[src/rtl/iq_pkg.sv]
package iq_pkg;

    typedef enum logic [1:0] {
        SLOT_FREE  = 2'd0,
        SLOT_WAIT  = 2'd1,
        SLOT_READY = 2'd2
    } slot_state_e;

endpackage

[src/rtl/iq_entry.sv]
module iq_entry
    import iq_pkg::*;
#(
    parameter int TAG_W = 6,
    parameter int NBC   = 2
) (
    input  logic                 clk,
    input  logic                 rst_n,
    input  logic                 wr_en,
    input  logic [TAG_W-1:0]     wr_src1,
    input  logic                 wr_rdy1,
    input  logic [TAG_W-1:0]     wr_src2,
    input  logic                 wr_rdy2,
    input  logic [TAG_W-1:0]     wr_dst,
    input  logic [NBC-1:0]       bc_valid,
    input  logic [NBC*TAG_W-1:0] bc_tag,
    input  logic                 grant,
    output logic                 occupied,
    output logic                 ready,
    output logic [TAG_W-1:0]     dst
);

    slot_state_e      state_q, state_d;
    logic [TAG_W-1:0] src1_q, src1_d, src2_q, src2_d, dst_q, dst_d;
    logic             rdy1_q, rdy1_d, rdy2_q, rdy2_d;

    function automatic logic tag_hit(input logic [TAG_W-1:0]     t,
                                     input logic [NBC-1:0]       v,
                                     input logic [NBC*TAG_W-1:0] tags);
        logic hit;
        hit = 1'b0;
        for (int b = 0; b < NBC; b++) begin
            if (v[b] && (tags[b*TAG_W +: TAG_W] == t)) hit = 1'b1;
        end
        return hit;
    endfunction

    // next-state and field update
    always_comb begin
        state_d = state_q;
        src1_d  = src1_q;
        src2_d  = src2_q;
        dst_d   = dst_q;
        rdy1_d  = rdy1_q;
        rdy2_d  = rdy2_q;
        unique case (state_q)
            SLOT_FREE: begin
                if (wr_en) begin
                    src1_d  = wr_src1;
                    src2_d  = wr_src2;
                    dst_d   = wr_dst;
                    rdy1_d  = wr_rdy1 | tag_hit(wr_src1, bc_valid, bc_tag);
                    rdy2_d  = wr_rdy2 | tag_hit(wr_src2, bc_valid, bc_tag);
                    state_d = (rdy1_d && rdy2_d) ? SLOT_READY : SLOT_WAIT;
                end
            end
            SLOT_WAIT: begin
                rdy1_d = rdy1_q | tag_hit(src1_q, bc_valid, bc_tag);
                rdy2_d = rdy2_q | tag_hit(src2_q, bc_valid, bc_tag);
                if (rdy1_d && rdy2_d) state_d = SLOT_READY;
            end
            SLOT_READY: begin
                if (grant) state_d = SLOT_FREE;
            end
            default: state_d = SLOT_FREE;
        endcase
    end

    // state register
    always_ff @(posedge clk) begin
        if (!rst_n) begin
            state_q <= SLOT_FREE;
            src1_q  <= '0;
            src2_q  <= '0;
            dst_q   <= '0;
            rdy1_q  <= 1'b0;
            rdy2_q  <= 1'b0;
        end else begin
            state_q <= state_d;
            src1_q  <= src1_d;
            src2_q  <= src2_d;
            dst_q   <= dst_d;
            rdy1_q  <= rdy1_d;
            rdy2_q  <= rdy2_d;
        end
    end

    // outputs
    always_comb begin
        occupied = (state_q != SLOT_FREE);
        ready    = (state_q == SLOT_READY);
        dst      = dst_q;
    end

endmodule

[src/rtl/iq_alloc.sv]
module iq_alloc #(
    parameter int Q = 8,
    parameter int D = 2
) (
    input  logic [Q-1:0]   free_vec,
    input  logic [D-1:0]   req,
    output logic [D*Q-1:0] sel,
    output logic           accept
);

    localparam int CW = $clog2(Q + 1);

    logic [Q-1:0]   taken;
    logic [D*Q-1:0] raw_sel;
    logic [CW-1:0]  nfree, nreq;
    logic           found;

    always_comb begin
        taken   = '0;
        raw_sel = '0;
        nfree   = '0;
        nreq    = '0;
        found   = 1'b0;
        for (int i = 0; i < Q; i++) begin
            nfree = nfree + {{(CW-1){1'b0}}, free_vec[i]};
        end
        for (int k = 0; k < D; k++) begin
            nreq  = nreq + {{(CW-1){1'b0}}, req[k]};
            found = 1'b0;
            for (int i = 0; i < Q; i++) begin
                if (req[k] && !found && free_vec[i] && !taken[i]) begin
                    raw_sel[k*Q + i] = 1'b1;
                    taken[i]         = 1'b1;
                    found            = 1'b1;
                end
            end
        end
        accept = (nfree >= nreq);
        sel    = accept ? raw_sel : '0;
    end

endmodule

[src/rtl/iq_age.sv]
module iq_age #(
    parameter int Q = 8,
    parameter int D = 2
) (
    input  logic           clk,
    input  logic           rst_n,
    input  logic [Q-1:0]   occ,
    input  logic [D*Q-1:0] sel,
    output logic [Q*Q-1:0] older
);

    logic [Q*Q-1:0] older_q, older_d;

    // older[j*Q+i] = 1 means slot j holds an instruction older than slot i
    always_comb begin
        older_d = older_q;
        for (int k = 0; k < D; k++) begin
            for (int e = 0; e < Q; e++) begin
                if (sel[k*Q + e]) begin
                    for (int j = 0; j < Q; j++) begin
                        older_d[e*Q + j] = 1'b0;
                        older_d[j*Q + e] = occ[j];
                    end
                    for (int m = 0; m < k; m++) begin
                        for (int j = 0; j < Q; j++) begin
                            if (sel[m*Q + j]) older_d[j*Q + e] = 1'b1;
                        end
                    end
                end
            end
        end
    end

    always_ff @(posedge clk) begin
        if (!rst_n) older_q <= '0;
        else        older_q <= older_d;
    end

    assign older = older_q;

endmodule

[src/rtl/iq_select.sv]
module iq_select #(
    parameter int Q = 8,
    parameter int F = 2
) (
    input  logic [Q-1:0]   ready_vec,
    input  logic [Q*Q-1:0] older,
    output logic [F*Q-1:0] gnt,
    output logic [Q-1:0]   gnt_any
);

    logic [Q-1:0] pend;
    logic [Q-1:0] row;
    logic         win;

    always_comb begin
        pend    = ready_vec;
        gnt     = '0;
        gnt_any = '0;
        row     = '0;
        win     = 1'b0;
        for (int r = 0; r < F; r++) begin
            for (int i = 0; i < Q; i++) begin
                win = pend[i];
                for (int j = 0; j < Q; j++) begin
                    if (pend[j] && older[j*Q + i]) win = 1'b0;
                end
                row[i] = win;
            end
            gnt[r*Q +: Q] = row;
            gnt_any       = gnt_any | row;
            pend          = pend & ~row;
        end
    end

endmodule

[src/rtl/issue_queue.sv]
module issue_queue #(
    parameter int Q     = 8,
    parameter int F     = 2,
    parameter int D     = 2,
    parameter int NBC   = 2,
    parameter int TAG_W = 6
) (
    input  logic                 clk,
    input  logic                 rst_n,
    input  logic [D-1:0]         disp_valid,
    input  logic [D*TAG_W-1:0]   disp_src1,
    input  logic [D-1:0]         disp_src1_rdy,
    input  logic [D*TAG_W-1:0]   disp_src2,
    input  logic [D-1:0]         disp_src2_rdy,
    input  logic [D*TAG_W-1:0]   disp_dst,
    output logic                 disp_ok,
    input  logic [NBC-1:0]       bc_valid,
    input  logic [NBC*TAG_W-1:0] bc_tag,
    output logic [F-1:0]         iss_valid,
    output logic [F*TAG_W-1:0]   iss_dst
);

    logic [Q-1:0]       occ_vec;
    logic [Q-1:0]       ready_vec;
    logic [Q-1:0]       free_vec;
    logic [D*Q-1:0]     lane_sel;
    logic [Q*Q-1:0]     older;
    logic [F*Q-1:0]     gnt;
    logic [Q-1:0]       gnt_any;
    logic [Q*TAG_W-1:0] ent_dst;

    assign free_vec = ~occ_vec;

    iq_alloc #(.Q(Q), .D(D)) u_alloc (
        .free_vec (free_vec),
        .req      (disp_valid),
        .sel      (lane_sel),
        .accept   (disp_ok)
    );

    iq_age #(.Q(Q), .D(D)) u_age (
        .clk   (clk),
        .rst_n (rst_n),
        .occ   (occ_vec),
        .sel   (lane_sel),
        .older (older)
    );

    iq_select #(.Q(Q), .F(F)) u_select (
        .ready_vec (ready_vec),
        .older     (older),
        .gnt       (gnt),
        .gnt_any   (gnt_any)
    );

    for (genvar i = 0; i < Q; i++) begin : g_slot
        logic             wr;
        logic [TAG_W-1:0] s1, s2, dd;
        logic             r1, r2;

        always_comb begin
            wr = 1'b0;
            s1 = '0;
            s2 = '0;
            dd = '0;
            r1 = 1'b0;
            r2 = 1'b0;
            for (int k = 0; k < D; k++) begin
                if (lane_sel[k*Q + i]) begin
                    wr = 1'b1;
                    s1 = disp_src1[k*TAG_W +: TAG_W];
                    s2 = disp_src2[k*TAG_W +: TAG_W];
                    dd = disp_dst[k*TAG_W +: TAG_W];
                    r1 = disp_src1_rdy[k];
                    r2 = disp_src2_rdy[k];
                end
            end
        end

        iq_entry #(.TAG_W(TAG_W), .NBC(NBC)) u_ent (
            .clk      (clk),
            .rst_n    (rst_n),
            .wr_en    (wr),
            .wr_src1  (s1),
            .wr_rdy1  (r1),
            .wr_src2  (s2),
            .wr_rdy2  (r2),
            .wr_dst   (dd),
            .bc_valid (bc_valid),
            .bc_tag   (bc_tag),
            .grant    (gnt_any[i]),
            .occupied (occ_vec[i]),
            .ready    (ready_vec[i]),
            .dst      (ent_dst[i*TAG_W +: TAG_W])
        );
    end

    // issue port mux
    always_comb begin
        iss_valid = '0;
        iss_dst   = '0;
        for (int r = 0; r < F; r++) begin
            for (int i = 0; i < Q; i++) begin
                if (gnt[r*Q + i]) begin
                    iss_valid[r]             = 1'b1;
                    iss_dst[r*TAG_W +: TAG_W] = ent_dst[i*TAG_W +: TAG_W];
                end
            end
        end
    end

endmodule

[config.mk]
export PLATFORM = sky130hd
export DESIGN_NAME = issue_queue
export DESIGN_NICKNAME = d
export VERILOG_FILES = /design/src/rtl/iq_pkg.sv /design/src/rtl/iq_entry.sv /design/src/rtl/iq_alloc.sv /design/src/rtl/iq_age.sv /design/src/rtl/iq_select.sv /design/src/rtl/issue_queue.sv
export SDC_FILE = /design/constraint.sdc
export NUM_CORES = 1
export LEC_CHECK = 0
export BUFFER_PORTS_ARGS = -buffer_cell sky130_fd_sc_hd__buf_2
export CORE_MARGIN = 10
export CORE_UTILIZATION = 50
export CTS_BUF_LIST = sky130_fd_sc_hd__clkbuf_2 sky130_fd_sc_hd__clkbuf_4 sky130_fd_sc_hd__clkbuf_8
export CTS_CLUSTER_DIAMETER = 40
export DETAILED_ROUTE_END_ITERATION = 12
export HOLD_SLACK_MARGIN = 0.06
export MAX_ROUTING_LAYER = met4
export PLACE_DENSITY = 0.73
export SYNTH_ARGS = -nofsm -noshare
export SYNTH_HDL_FRONTEND = slang
export SYNTH_HIERARCHICAL = 1
export SYNTH_SLANG_ARGS = --single-unit
[constraint.sdc]
create_clock -name clk -period 7.6 [get_ports clk]
set_clock_uncertainty 0.1 [all_clocks]
set_input_delay 0.76 -clock clk [delete_from_list [all_inputs] [get_ports clk]]
set_output_delay 0.76 -clock clk [all_outputs]
set_load 0.01 [all_outputs]
Word-level counts from Yosys, hierarchy flattened. Index checks and enable logic that the tools add are counted.

Output and inout port bits: 15. Register bits: 240. Input bits: 58.

Equality and inequality tests: 104. Add/subtract/negate cells: 8. Reductions and logical operators: 386. Bitwise logic cells: 37. Mux-type cells: 601. Magnitude comparators: 1.

Operators by type and width (number): two-way mux 1 bit (464); equality test 6 bit (64); two-way mux 6 bit (64); logical AND 1 bit (246); nonzero test 4 bit (28); two-way mux 8 bit (12); nonzero test 3 bit (28); two-way mux 2 bit (32); case mux 2 bit (3 select lines) (8); nonzero test 2 bit (24); two-way mux 9 bit (4); != test 2 x 1 -> 1 bit, second input constant (16); bitwise OR 1 bit (32); case mux 1 bit (2 select lines) (16); AND reduction 2 bit (16); adder 4 x 1 -> 4 bit (6); AND reduction 3 bit (8); logical NOT 1 bit (21); equality test 2 x 1 -> 1 bit, second input constant (8); equality test 2 bit, second input constant (8); logical NOT 2 bit (8); two-way mux 16 bit (1); != test 2 bit, second input constant (8); inverter 8 bit (2); other kinds (6) (13).

Longest topological paths before layout. Gate-level depths: netlist of the first run.

Depth in word-level cells: 56. Mapped depth: 28. Mapped depth without buffers: 26.

By module. The synthesis of the first run kept the hierarchy.

Modules (own cells, without submodules): iq_entry (area each 1475.2 um^2, cells each 177, times used 8, seq. area each 440.4 um^2); issue_queue (area each 3164.3 um^2, cells each 631, times used 1, seq. area each 0.0 um^2); iq_age (area each 3151.8 um^2, cells each 365, times used 1, seq. area each 1281.2 um^2); iq_select (area each 979.7 um^2, cells each 160, times used 1, seq. area each 0.0 um^2); iq_alloc (area each 584.3 um^2, cells each 76, times used 1, seq. area each 0.0 um^2).

Least setup slack after synthesis of the first run. No wires, ideal clock.

Path kind: register to register. From: register g_slot[0].u_ent.state_q[0]. To: register g_slot[2].u_ent.state_q[0]. Setup slack: 1.778 ns. Cell stages (with the launch flop): 27. Buffers on the path: 2. Required time: 7.372 ns. Clock period less this slack: 5.822 ns. Library setup time: 0.128 ns. Arrival time: 5.594 ns. Cell sequence: dfxtp_1 > nor2_1 > inv_1 > inv_1 > fa_1 > inv_1 > fa_1 > fa_1 > inv_1 > ha_1 > inv_1 > fa_1 > inv_1 > ha_1 > a221oi_4 > inv_1 > and2_1 > and3_1 > clkbuf_1 > clkbuf_1 > o21ai_0 > xnor2_1 > nand4_1 > nor4_1 > nor3_2 > o21ai_1 > a221oi_2.

Elaborated cells between the ends (all ways): 164. Those cells by class: add/sub (7); order compare (1); eq/ne (7); mux (101); bitwise (6); reduce/logical (42).

RTL lines: from (decl) (line iq_entry.sv:23) `slot_state_e state_q, state_d;`; from (signal assigned) (line iq_entry.sv:79) `state_q <= state_d;`; nonzero test 2 bit (*) (line iq_entry.sv:90) `occupied = (state_q != SLOT_FREE);`; net occ_vec[0] (line issue_queue.sv:23) `logic [Q-1:0] occ_vec;`; inverter 8 bit (*) (line issue_queue.sv:32) `assign free_vec = ~occ_vec;`; net free_vec[0] (line issue_queue.sv:25) `logic [Q-1:0] free_vec;`; adder 1 x 1 -> 2 bit (*) (line iq_alloc.sv:25) `nfree = nfree + {{(CW-1){1'b0}}, free_vec[i]};`; adder 4 x 1 -> 4 bit (*) (6 in series) (line iq_alloc.sv:25); >= comparator 4 bit (*) (line iq_alloc.sv:38) `accept = (nfree >= nreq);`; net disp_ok (line issue_queue.sv:16) `output logic disp_ok,`; (+1 left out); net lane_sel[10] (line issue_queue.sv:26) `logic [D*Q-1:0] lane_sel;`; (+1 left out); net g_slot[2].s1[0] (line issue_queue.sv:58) `logic [TAG_W-1:0] s1, s2, dd;`; (+3 left out); two-way mux 1 bit (*) (line iq_entry.sv:33) `if (v[b] && (tags[b*TAG_W +: TAG_W] == t)) hit = 1'b1;`; two-way mux 1 bit (*) (line iq_entry.sv:48) `if (wr_en) begin`; two-way mux 1 bit (*) (line iq_entry.sv:46) `unique case (state_q)`; bitwise OR 1 bit (*) (line iq_entry.sv:52) `rdy1_d = wr_rdy1 | tag_hit(wr_src1, bc_valid, bc_tag);`; logical AND 1 bit (*) (line iq_entry.sv:54) `state_d = (rdy1_d && rdy2_d) ? SLOT_READY : SLOT_WAIT;`; two-way mux 2 bit (*) (line iq_entry.sv:54); two-way mux 2 bit (*) (line iq_entry.sv:48); case mux 2 bit (3 select lines) (*) (line iq_entry.sv:46); to (signal assigned) (line iq_entry.sv:79); to (decl) (line iq_entry.sv:23).

The timed path passes the listed nets; every way through them passes the cells marked *. The select of a mux whose other input is x is not followed. A chain may end at the register's enable or synchronous reset.

Worst setup path after layout of the first run.
From: register g_slot[0].u_ent.state_q[0]. To: register g_slot[0].u_ent.state_q[1].

Elaborated cells between the ends (all ways): 147. Those cells by class: add/sub (7); order compare (1); eq/ne (9); mux (96); bitwise (6); reduce/logical (28).

RTL lines: nonzero test 2 bit (*) (line iq_entry.sv:90); net occ_vec[0] (line issue_queue.sv:23); inverter 8 bit (*) (line issue_queue.sv:32); net free_vec[0] (line issue_queue.sv:25); adder 1 x 1 -> 2 bit (line iq_alloc.sv:25); adder 4 x 1 -> 4 bit (6 in series) (line iq_alloc.sv:25); >= comparator 4 bit (line iq_alloc.sv:38); two-way mux 16 bit (*) (line iq_alloc.sv:39) `sel = accept ? raw_sel : '0;`; net lane_sel[8] (line issue_queue.sv:26); (+1 left out); net g_slot[0].s2[1] (line issue_queue.sv:58); (+3 left out); two-way mux 1 bit (*) (line iq_entry.sv:33); two-way mux 1 bit (*) (line iq_entry.sv:48); two-way mux 1 bit (*) (line iq_entry.sv:46); bitwise OR 1 bit (*) (line iq_entry.sv:53) `rdy2_d = wr_rdy2 | tag_hit(wr_src2, bc_valid, bc_tag);`; logical AND 1 bit (*) (line iq_entry.sv:54); two-way mux 2 bit (*) (line iq_entry.sv:54); two-way mux 2 bit (*) (line iq_entry.sv:48); case mux 2 bit (3 select lines) (*) (line iq_entry.sv:46).

Marks and branches as above.

==> results of run 1 <==
worst max-delay path by stage:
stage	startpoint	to	slack (ns)
2_1_floorplan	g_slot[0].u_ent/state_q[0]	g_slot[2].u_ent/state_q[0]	1.78
3_3_place_gp	g_slot[0].u_ent/state_q[0]	g_slot[2].u_ent/state_q[1]	1.02
3_5_place_dp	g_slot[0].u_ent/state_q[0]	g_slot[2].u_ent/state_q[0]	0.87
4_1_cts	g_slot[0].u_ent/state_q[0]	g_slot[2].u_ent/state_q[0]	0.84
5_1_grt	g_slot[0].u_ent/state_q[0]	g_slot[2].u_ent/state_q[0]	0.36
6_report	g_slot[0].u_ent/state_q[0]	g_slot[0].u_ent/state_q[1]	0.72
cell type report:
type | instances | area, sq um
Tap cell | 518 | 648
Fill cell | 3599 | 17500
Clock inverter | 12 | 194
Inverter | 69 | 259
Timing Repair Buffer | 127 | 788
Sequential cell | 240 | 4800
Clock buffer | 74 | 943
Multi-Input combinational cell | 2115 | 13600
Antenna cell | 4 | 10.0
cell usage after synthesis, types with 15 or more instances:
| cell | instances | area share |
|---|---|---|
| a211oi_1 | 16 | 0.0061 |
| a21boi_1 | 152 | 0.058 |
| a21oi_1 | 59 | 0.015 |
| a22o_1 | 55 | 0.024 |
| a22oi_1 | 25 | 0.0095 |
| a32oi_1 | 23 | 0.010 |
| a41o_1 | 16 | 0.0081 |
| and2_1 | 17 | 0.0054 |
| buf_1 | 20 | 0.0038 |
| buf_2 | 82 | 0.021 |
| buf_4 | 16 | 0.0061 |
| clkbuf_1 | 98 | 0.019 |
| dfxtp_1 | 240 | 0.24 |
| inv_1 | 65 | 0.012 |
| nand2_1 | 615 | 0.12 |
| nand2b_1 | 24 | 0.0076 |
| nand3_1 | 15 | 0.0038 |
| nand4_1 | 68 | 0.022 |
| nor2_1 | 67 | 0.013 |
| nor2b_1 | 33 | 0.010 |
| nor3_1 | 19 | 0.0048 |
| nor3_2 | 24 | 0.012 |
| nor4_1 | 36 | 0.011 |
| nor4_2 | 24 | 0.015 |
| o2111ai_1 | 17 | 0.0076 |
| o211ai_1 | 21 | 0.0080 |
| o21ai_0 | 129 | 0.033 |
| o21ai_1 | 20 | 0.0051 |
| o21bai_1 | 26 | 0.0099 |
| o22ai_1 | 23 | 0.0073 |
| o31ai_1 | 22 | 0.0084 |
| or2_2 | 16 | 0.0051 |
| xnor2_1 | 176 | 0.078 |
| xor2_1 | 209 | 0.093 |
metrics by stage:
step / instance area [sq um] / util / power (uW) / instances / hold WS [ns]
after floorplan: 19700 / - / 3580 / 2648 / 0.335
after global routing: 21300 / 0.548 / 6300 / 3158 / 0.384
after global placement: 20100 / 0.519 / 4280 / 3069 / 0.347
after CTS: 21300 / 0.548 / 5940 / 3155 / 0.360
final: 21300 / 0.548 / 6050 / 3159 / 0.364
after detailed placement: 20100 / 0.519 / 4360 / 3069 / 0.353
cells by family after synthesis:
group           Yosys count  synth area share
buf+inv                 293            0.0666
flops                   240             0.244
fa+ha+maj                11           0.00839
mux                       3           0.00153
simple gates           1035             0.260
xor+xnor                385             0.171
compound gates          681             0.249
registers in the layout (all words and copies together), names as in the netlist:
signal	cells
g_slot.u_ent/dst	48
g_slot.u_ent/rdy1_q	8
g_slot.u_ent/rdy2_q	8
g_slot.u_ent/src1_q	48
g_slot.u_ent/src2_q	48
g_slot.u_ent/state_q	16
u_age/older	64
metal layers:
metal / global-route usage / wire length [microns] / share of wire / up-vias
li1: - / - / - / 9095
met1: 0.396 / 29300 / 0.37 / 9782
met2: 0.494 / 34600 / 0.43 / 1560
met3: 0.0731 / 10400 / 0.13 / 406
met4: 0.202 / 5490 / 0.069 / 0
met5: - / 0 / 0 / -
power breakdown:
group	switching (uW)	internal, uW
combinational	1990	935
clock	632	959
sequential	132	1400
total	2750	3300
cells in the final DEF, fill, tap and decap left out, drive strengths merged, types with 55 or more instances in the layout:
cell type | Yosys | layout
inv | 69 | 70
a21oi | 59 | 59
a22o | 55 | 55
buf | 124 | 127
dfxtp | 240 | 240
nand4 | 68 | 68
clkbuf | 100 | 74
a21boi | 153 | 153
o21ai | 152 | 152
xor2 | 209 | 209
xnor2 | 176 | 176
nor4 | 60 | 60
nand2 | 615 | 615
nor2 | 73 | 73
critical path, stage by stage, from the launching register on:
cell and delay, ns:
dfxtp_1 0.34, nor2_1 0.23, inv_1 0.17, inv_1 0.32, fa_1 0.46, inv_1 0.08, fa_1 0.42, fa_1 0.44
inv_1 0.07, ha_1 0.16, inv_1 0.06, fa_1 0.48, inv_1 0.05, ha_1 0.33, a221oi_4 0.52, inv_1 0.18
nand2_1 0.18, nor2_2 0.10, nor2b_1 0.77, a22o_1 0.34, xnor2_1 0.16, nand4_1 0.13, nor4_1 0.29, nor3_2 0.12
o21bai_1 0.16, a41o_1 0.18
==> run_summary.xml, run 1 <==
<?xml version="1.0" encoding="UTF-8"?>
<metrics>
  <group name="global_route">
    <metric name="grt_first_pass_wirelength" unit="microns">119000</metric>
    <metric name="number_of_antenna_violations_at_the_first_check_in_global_routing" unit="">4</metric>
    <metric name="grt_max_degree" unit="">85</metric>
    <metric name="grtUsageTotal" unit="">0.329</metric>
    <metric name="globalRoute.totalOverflow" unit="">0</metric>
    <metric name="first_global_vias" unit="">19616</metric>
  </group>
  <group name="synth">
    <metric name="synth_sequential_area_ratio" unit="">0.244</metric>
    <metric name="ys.warnings.count" unit="">6</metric>
    <metric name="postSynth.asyncResetShare" unit="">0</metric>
    <metric name="synth_fp_nets" unit="">2716</metric>
    <metric name="syn_inst_count" unit="">2648</metric>
    <metric name="yosysUniqueCellTypes" unit="">85</metric>
    <metric name="yosys_most_used_dff" unit="">dfxtp_1</metric>
    <metric name="number_of_synthesized_flops_with_an_enable_pin" unit="">0</metric>
    <metric name="synth_area_per_cell" unit="sq um">7.43</metric>
    <metric name="ys_ff_latch" unit="">240</metric>
    <metric name="synthesis.area" unit="sq um">19700</metric>
  </group>
  <group name="sta">
    <metric name="timing.setup.tns" unit="ns">0</metric>
    <metric name="max_clock_freq" unit="GHz">0.145</metric>
    <metric name="rsz0062_at_grt" unit="">no</metric>
    <metric name="timing_max_transition_violations_final" unit="">0</metric>
    <metric name="final.min_clock_period" unit="ns">6.88</metric>
    <metric name="post-route-period-util" unit="">0.906</metric>
    <metric name="worst_slew_pin_slew" unit="ns">1.46</metric>
    <metric name="maxSlewHeadroom" unit="">0.0183</metric>
    <metric name="finalSetupViolations" unit="">0</metric>
    <metric name="final-hold-violation-count" unit="">0</metric>
    <metric name="postLayoutSetupSlackWorst" unit="ns">0.718</metric>
  </group>
  <group name="place">
    <metric name="dp_hpwl" unit="microns">52800</metric>
    <metric name="dpl_worst_slack" unit="ns">0.868</metric>
    <metric name="buffer_ports.inserted" unit="">72</metric>
    <metric name="place_congestion" unit="">0.997</metric>
  </group>
  <group name="floorplanning">
    <metric name="placement_rows" unit="">72</metric>
    <metric name="die_y" unit="microns">218</metric>
    <metric name="coreArea" unit="sq um">38800</metric>
    <metric name="die_area" unit="sq um">47700</metric>
    <metric name="initial_utilization" unit="">0.507</metric>
    <metric name="boundaryPins" unit="">73</metric>
    <metric name="die_w" unit="microns">218</metric>
  </group>
  <group name="clock_network">
    <metric name="htree_levels" unit="">2</metric>
    <metric name="cts.root.buffer_cell" unit="">clkbuf_8</metric>
    <metric name="post_cts_resized" unit="">0</metric>
    <metric name="hold_buffers" unit="">0</metric>
    <metric name="bufs_on_longest_clock_path" unit="">3</metric>
    <metric name="tritoncts" unit="">built</metric>
    <metric name="clk-insertion-delay-late" unit="ns">0.63</metric>
    <metric name="cts_buffers" unit="">47</metric>
    <metric name="cts.clk_slew.worst_paths" unit="ns">0.06</metric>
    <metric name="post_cts_buffers" unit="">0</metric>
    <metric name="tritoncts_num_sinks" unit="">240</metric>
  </group>
  <group name="route">
    <metric name="dr.first_iter.drc_count" unit="">2952</metric>
    <metric name="vias" unit="">20843</metric>
    <metric name="drtAntennaViolNets" unit="">0</metric>
    <metric name="avgRoutedWirePerCell" unit="microns">25.2</metric>
    <metric name="route.final.wire_length" unit="microns">79700</metric>
    <metric name="drtPass1Iterations" unit="">6</metric>
    <metric name="drcViolationCount" unit="">0</metric>
    <metric name="vias_per_cell" unit="">6.60</metric>
  </group>
  <group name="critical_path">
    <metric name="critPathArrivalTime" unit="ns">7.33</metric>
    <metric name="worstSetupEndpointType" unit="">flip-flop</metric>
    <metric name="timing.critical_path.fanout_max" unit="">12</metric>
    <metric name="cp.required" unit="ns">8.05</metric>
    <metric name="worstSetupStartpointType" unit="">flip-flop</metric>
    <metric name="regToRegSetupSlack" unit="ns">0.72</metric>
    <metric name="crit-reg2reg-capture" unit="">g_slot[0].u_ent/state_q[1]</metric>
    <metric name="r2r.worst_path.cells" unit="">25</metric>
    <metric name="critPathKind" unit="">reg -&gt; reg</metric>
    <metric name="r2r_start" unit="">g_slot[0].u_ent/state_q[0]</metric>
  </group>
  <group name="power_and_ir_drop">
    <metric name="power.ir.vdd_worst" unit="V">0.000142</metric>
    <metric name="power_leakage" unit="uW">0.00776</metric>
    <metric name="p_per_area" unit="nW/um^2">284</metric>
  </group>
  <group name="final_layout">
    <metric name="fraction_of_layout_instances_using_a_drive_strength_above_1" unit="">0.127</metric>
    <metric name="area.growth.synth_to_final" unit="%">8.17</metric>
    <metric name="number_of_nets_in_the_layout" unit="">2668</metric>
  </group>
  <group name="min_path">
    <metric name="timing.hold.worst.start" unit="">g_slot[6].u_ent/dst[4]</metric>
    <metric name="timing.hold.worst.class" unit="">reg -&gt; reg</metric>
    <metric name="min_to" unit="">g_slot[6].u_ent/dst[4]</metric>
    <metric name="whs_path_depth" unit="">2</metric>
  </group>
  <group name="flow_run">
    <metric name="cap_violations" unit="">0</metric>
  </group>
  <group name="status">
    <metric name="outcome" unit="">finished, final reports clean</metric>
  </group>
</metrics>
No activity file was read; power rests on OpenSTA's default activity.
==> run 2: changes to the inputs <==
--- a/config.mk
+++ b/config.mk
@@ -6,7 +6,6 @@
 export NUM_CORES = 1
 export LEC_CHECK = 0
 export BUFFER_PORTS_ARGS = -buffer_cell sky130_fd_sc_hd__buf_2
-export CORE_MARGIN = 10
 export CORE_UTILIZATION = 50
 export CTS_BUF_LIST = sky130_fd_sc_hd__clkbuf_2 sky130_fd_sc_hd__clkbuf_4 sky130_fd_sc_hd__clkbuf_8
 export CTS_CLUSTER_DIAMETER = 40
@@ -18,3 +17,4 @@
 export SYNTH_HDL_FRONTEND = slang
 export SYNTH_HIERARCHICAL = 1
 export SYNTH_SLANG_ARGS = --single-unit
+export TNS_END_PERCENT = 30
==> run_summary.xml, run 2 (synthesized netlist as in run 1, its figures left out) <==
<?xml version="1.0" encoding="UTF-8"?>
<metrics>
  <group name="power_and_ir_drop">
    <metric name="power_report.internal_total" unit="uW">3340</metric>
    <metric name="p_per_area" unit="nW/um^2">287</metric>
    <metric name="power.ir.vdd_worst" unit="V">0.000226</metric>
    <metric name="swShare" unit="">0.454</metric>
    <metric name="p_comb_frac" unit="">0.485</metric>
    <metric name="clkPwrFrac" unit="">0.265</metric>
    <metric name="p_sw" unit="uW">2780</metric>
    <metric name="power_leakage" unit="uW">0.00776</metric>
    <metric name="power.sequential.fraction" unit="">0.251</metric>
  </group>
  <group name="critical_path">
    <metric name="timing.critical_path.fanout_max" unit="">12</metric>
    <metric name="critPathBufInv" unit="">7</metric>
    <metric name="timing.critical_path.max_delay_family" unit="">adder cells</metric>
    <metric name="crit_top_cell" unit="">inv_1</metric>
    <metric name="critPathArrivalTime" unit="ns">7.37</metric>
    <metric name="critPathKind" unit="">reg -&gt; reg</metric>
    <metric name="worstSetupEndpointType" unit="">flip-flop</metric>
    <metric name="worstSetupStartpointType" unit="">flip-flop</metric>
    <metric name="master_of_the_slowest_instance_on_the_critical_path" unit="">nor2b_1</metric>
    <metric name="critPathMaxStageDelay" unit="ns">0.82</metric>
    <metric name="cp.required" unit="ns">8.04</metric>
  </group>
  <group name="clock_network">
    <metric name="htree_levels" unit="">2</metric>
    <metric name="post_cts_resized" unit="">0</metric>
    <metric name="cts_buffers" unit="">48</metric>
    <metric name="tritoncts_num_sinks" unit="">240</metric>
    <metric name="hold_buffers" unit="">0</metric>
    <metric name="cts.clk_slew.worst_paths" unit="ns">0.06</metric>
    <metric name="post_cts_buffers" unit="">0</metric>
    <metric name="bufs_on_longest_clock_path" unit="">3</metric>
    <metric name="tritoncts" unit="">built</metric>
    <metric name="cts.root.buffer_cell" unit="">clkbuf_8</metric>
    <metric name="clk-insertion-delay-late" unit="ns">0.62</metric>
  </group>
  <group name="sta">
    <metric name="maxSlewHeadroom" unit="">0.111</metric>
    <metric name="rsz0062_at_grt" unit="">no</metric>
    <metric name="finalHoldWorstSlack" unit="ns">0.363</metric>
    <metric name="final.min_clock_period" unit="ns">6.93</metric>
    <metric name="timing_max_transition_violations_final" unit="">0</metric>
    <metric name="post-route-period-util" unit="">0.912</metric>
    <metric name="max_clock_freq" unit="GHz">0.144</metric>
    <metric name="timing.setup.tns" unit="ns">0</metric>
    <metric name="final-hold-violation-count" unit="">0</metric>
    <metric name="worst_slew_pin_slew" unit="ns">1.33</metric>
    <metric name="finalSetupViolations" unit="">0</metric>
  </group>
  <group name="floorplanning">
    <metric name="coreArea" unit="sq um">38700</metric>
    <metric name="die_area" unit="sq um">40200</metric>
    <metric name="boundaryPins" unit="">73</metric>
    <metric name="initial_utilization" unit="">0.508</metric>
    <metric name="die_y" unit="microns">200</metric>
    <metric name="die_w" unit="microns">200</metric>
    <metric name="placement_rows" unit="">72</metric>
  </group>
  <group name="final_layout">
    <metric name="utilization" unit="">0.551</metric>
    <metric name="fill_cells" unit="">3622</metric>
    <metric name="final_area" unit="sq um">21300</metric>
    <metric name="area.growth.synth_to_final" unit="%">8.38</metric>
    <metric name="largest_register_ff_count" unit="">64</metric>
    <metric name="number_of_nets_in_the_layout" unit="">2669</metric>
    <metric name="fraction_of_layout_instances_using_a_drive_strength_above_1" unit="">0.127</metric>
    <metric name="layout.cells.most_common_list" unit="">615 x nand2_1, 240 x dfxtp_1, 209 x xor2_1</metric>
    <metric name="most_common_library_cell_in_the_layout_ignoring_fill_and_taps" unit="">nand2_1</metric>
  </group>
  <group name="route">
    <metric name="vias_per_cell" unit="">6.53</metric>
    <metric name="drtPass1Iterations" unit="">6</metric>
    <metric name="drcViolationCount" unit="">0</metric>
    <metric name="avgRoutedWirePerCell" unit="microns">24.9</metric>
    <metric name="dr.first_iter.drc_count" unit="">2607</metric>
    <metric name="route.final.wire_length" unit="microns">78900</metric>
    <metric name="drtAntennaViolNets" unit="">0</metric>
    <metric name="vias" unit="">20649</metric>
  </group>
  <group name="global_route">
    <metric name="number_of_antenna_violations_at_the_first_check_in_global_routing" unit="">7</metric>
    <metric name="grtUsageTotal" unit="">0.392</metric>
    <metric name="grt_first_pass_wirelength" unit="microns">119000</metric>
    <metric name="first_global_vias" unit="">19702</metric>
    <metric name="grt_max_degree" unit="">214</metric>
    <metric name="globalRoute.totalOverflow" unit="">0</metric>
  </group>
  <group name="status">
    <metric name="outcome" unit="">finished, final reports clean</metric>
  </group>
  <group name="min_path">
    <metric name="timing.hold.worst.class" unit="">reg -&gt; reg</metric>
  </group>
  <group name="place">
    <metric name="buffer_ports.inserted" unit="">72</metric>
    <metric name="place_congestion" unit="">1.01</metric>
    <metric name="dpl-instance-area" unit="sq um">20100</metric>
    <metric name="dp_hpwl" unit="microns">52500</metric>
  </group>
  <group name="flow_run">
    <metric name="cap_violations" unit="">0</metric>
  </group>
</metrics>
[run 2: cell types whose count changed in the layout (fill, tap and decap cells not counted), sizes merged]
cell      delta
clkinvlp     +4
bufinv       +2
inv          -1
clkbuf       -4
buf          -1
diode        +3
[run 2: stage by stage]
stage / power (uW) / instances / worst slack [ns]
finish: 6120 / 3162 / 0.666
global route: 6390 / 3162 / 0.304
CTS: 6020 / 3154 / 0.806
detailed placement: 4400 / 3068 / 0.818
global placement: 4340 / 3068 / 1.05
floorplan: 3580 / 2648 / 1.78
[run 2: cell type report]
| cell class | instances | area, sq um | area share |
|---|---|---|---|
| Clock inverter | 17 | 279 | 0.0131 |
| Sequential cell | 240 | 4800 | 0.225 |
| Clock buffer | 69 | 887 | 0.0416 |
| Timing Repair Buffer | 127 | 795 | 0.0372 |
| Multi-Input combinational cell | 2115 | 13600 | 0.639 |
| Antenna cell | 7 | 17.5 | 0.000821 |
| Tap cell | 518 | 648 | 0.0304 |
| Inverter | 69 | 259 | 0.0121 |
[run 2: worst paths after layout]
| path | end | cells after the start | slack, ns | startpoint |
|---|---|---|---|---|
| max | g_slot[0].u_ent/state_q[1] | 25 | 0.67 | g_slot[3].u_ent/state_q[0] |
| min | g_slot[5].u_ent/dst[0] | 2 | 0.36 | g_slot[5].u_ent/dst[0] |
| max reg2reg | g_slot[0].u_ent/state_q[1] | 25 | 0.67 | g_slot[3].u_ent/state_q[0] |
| min reg2reg | g_slot[5].u_ent/dst[0] | 2 | 0.36 | g_slot[5].u_ent/dst[0] |
[run 2: power groups by stage]
stage | logic, uW | registers, uW | clock network (uW)
floorplan | 2070 | 1510 | 0
global placement | 2790 | 1550 | 0
detailed placement | 2850 | 1560 | 0
CTS | 2860 | 1530 | 1630
global route | 3160 | 1550 | 1680
finish | 2970 | 1540 | 1620
[run 2: worst reg2reg max path: cells and delay by family, from the launching register on]
family	cells	cell delay [ns]
compound gates	4	1.17
xor+xnor	1	0.14
fa+ha+maj	6	2.39
buf+inv	7	0.91
flops	1	0.39
simple gates	7	1.77
[run 2: layer usage]
layer  track usage  part of all wire  vias to the layer above
li1              -                 -                     9120
met1         0.481              0.38                     9603
met2         0.576              0.42                     1514
met3        0.0901              0.13                      412
met4         0.253             0.072                        0
met5             -                 0                        -
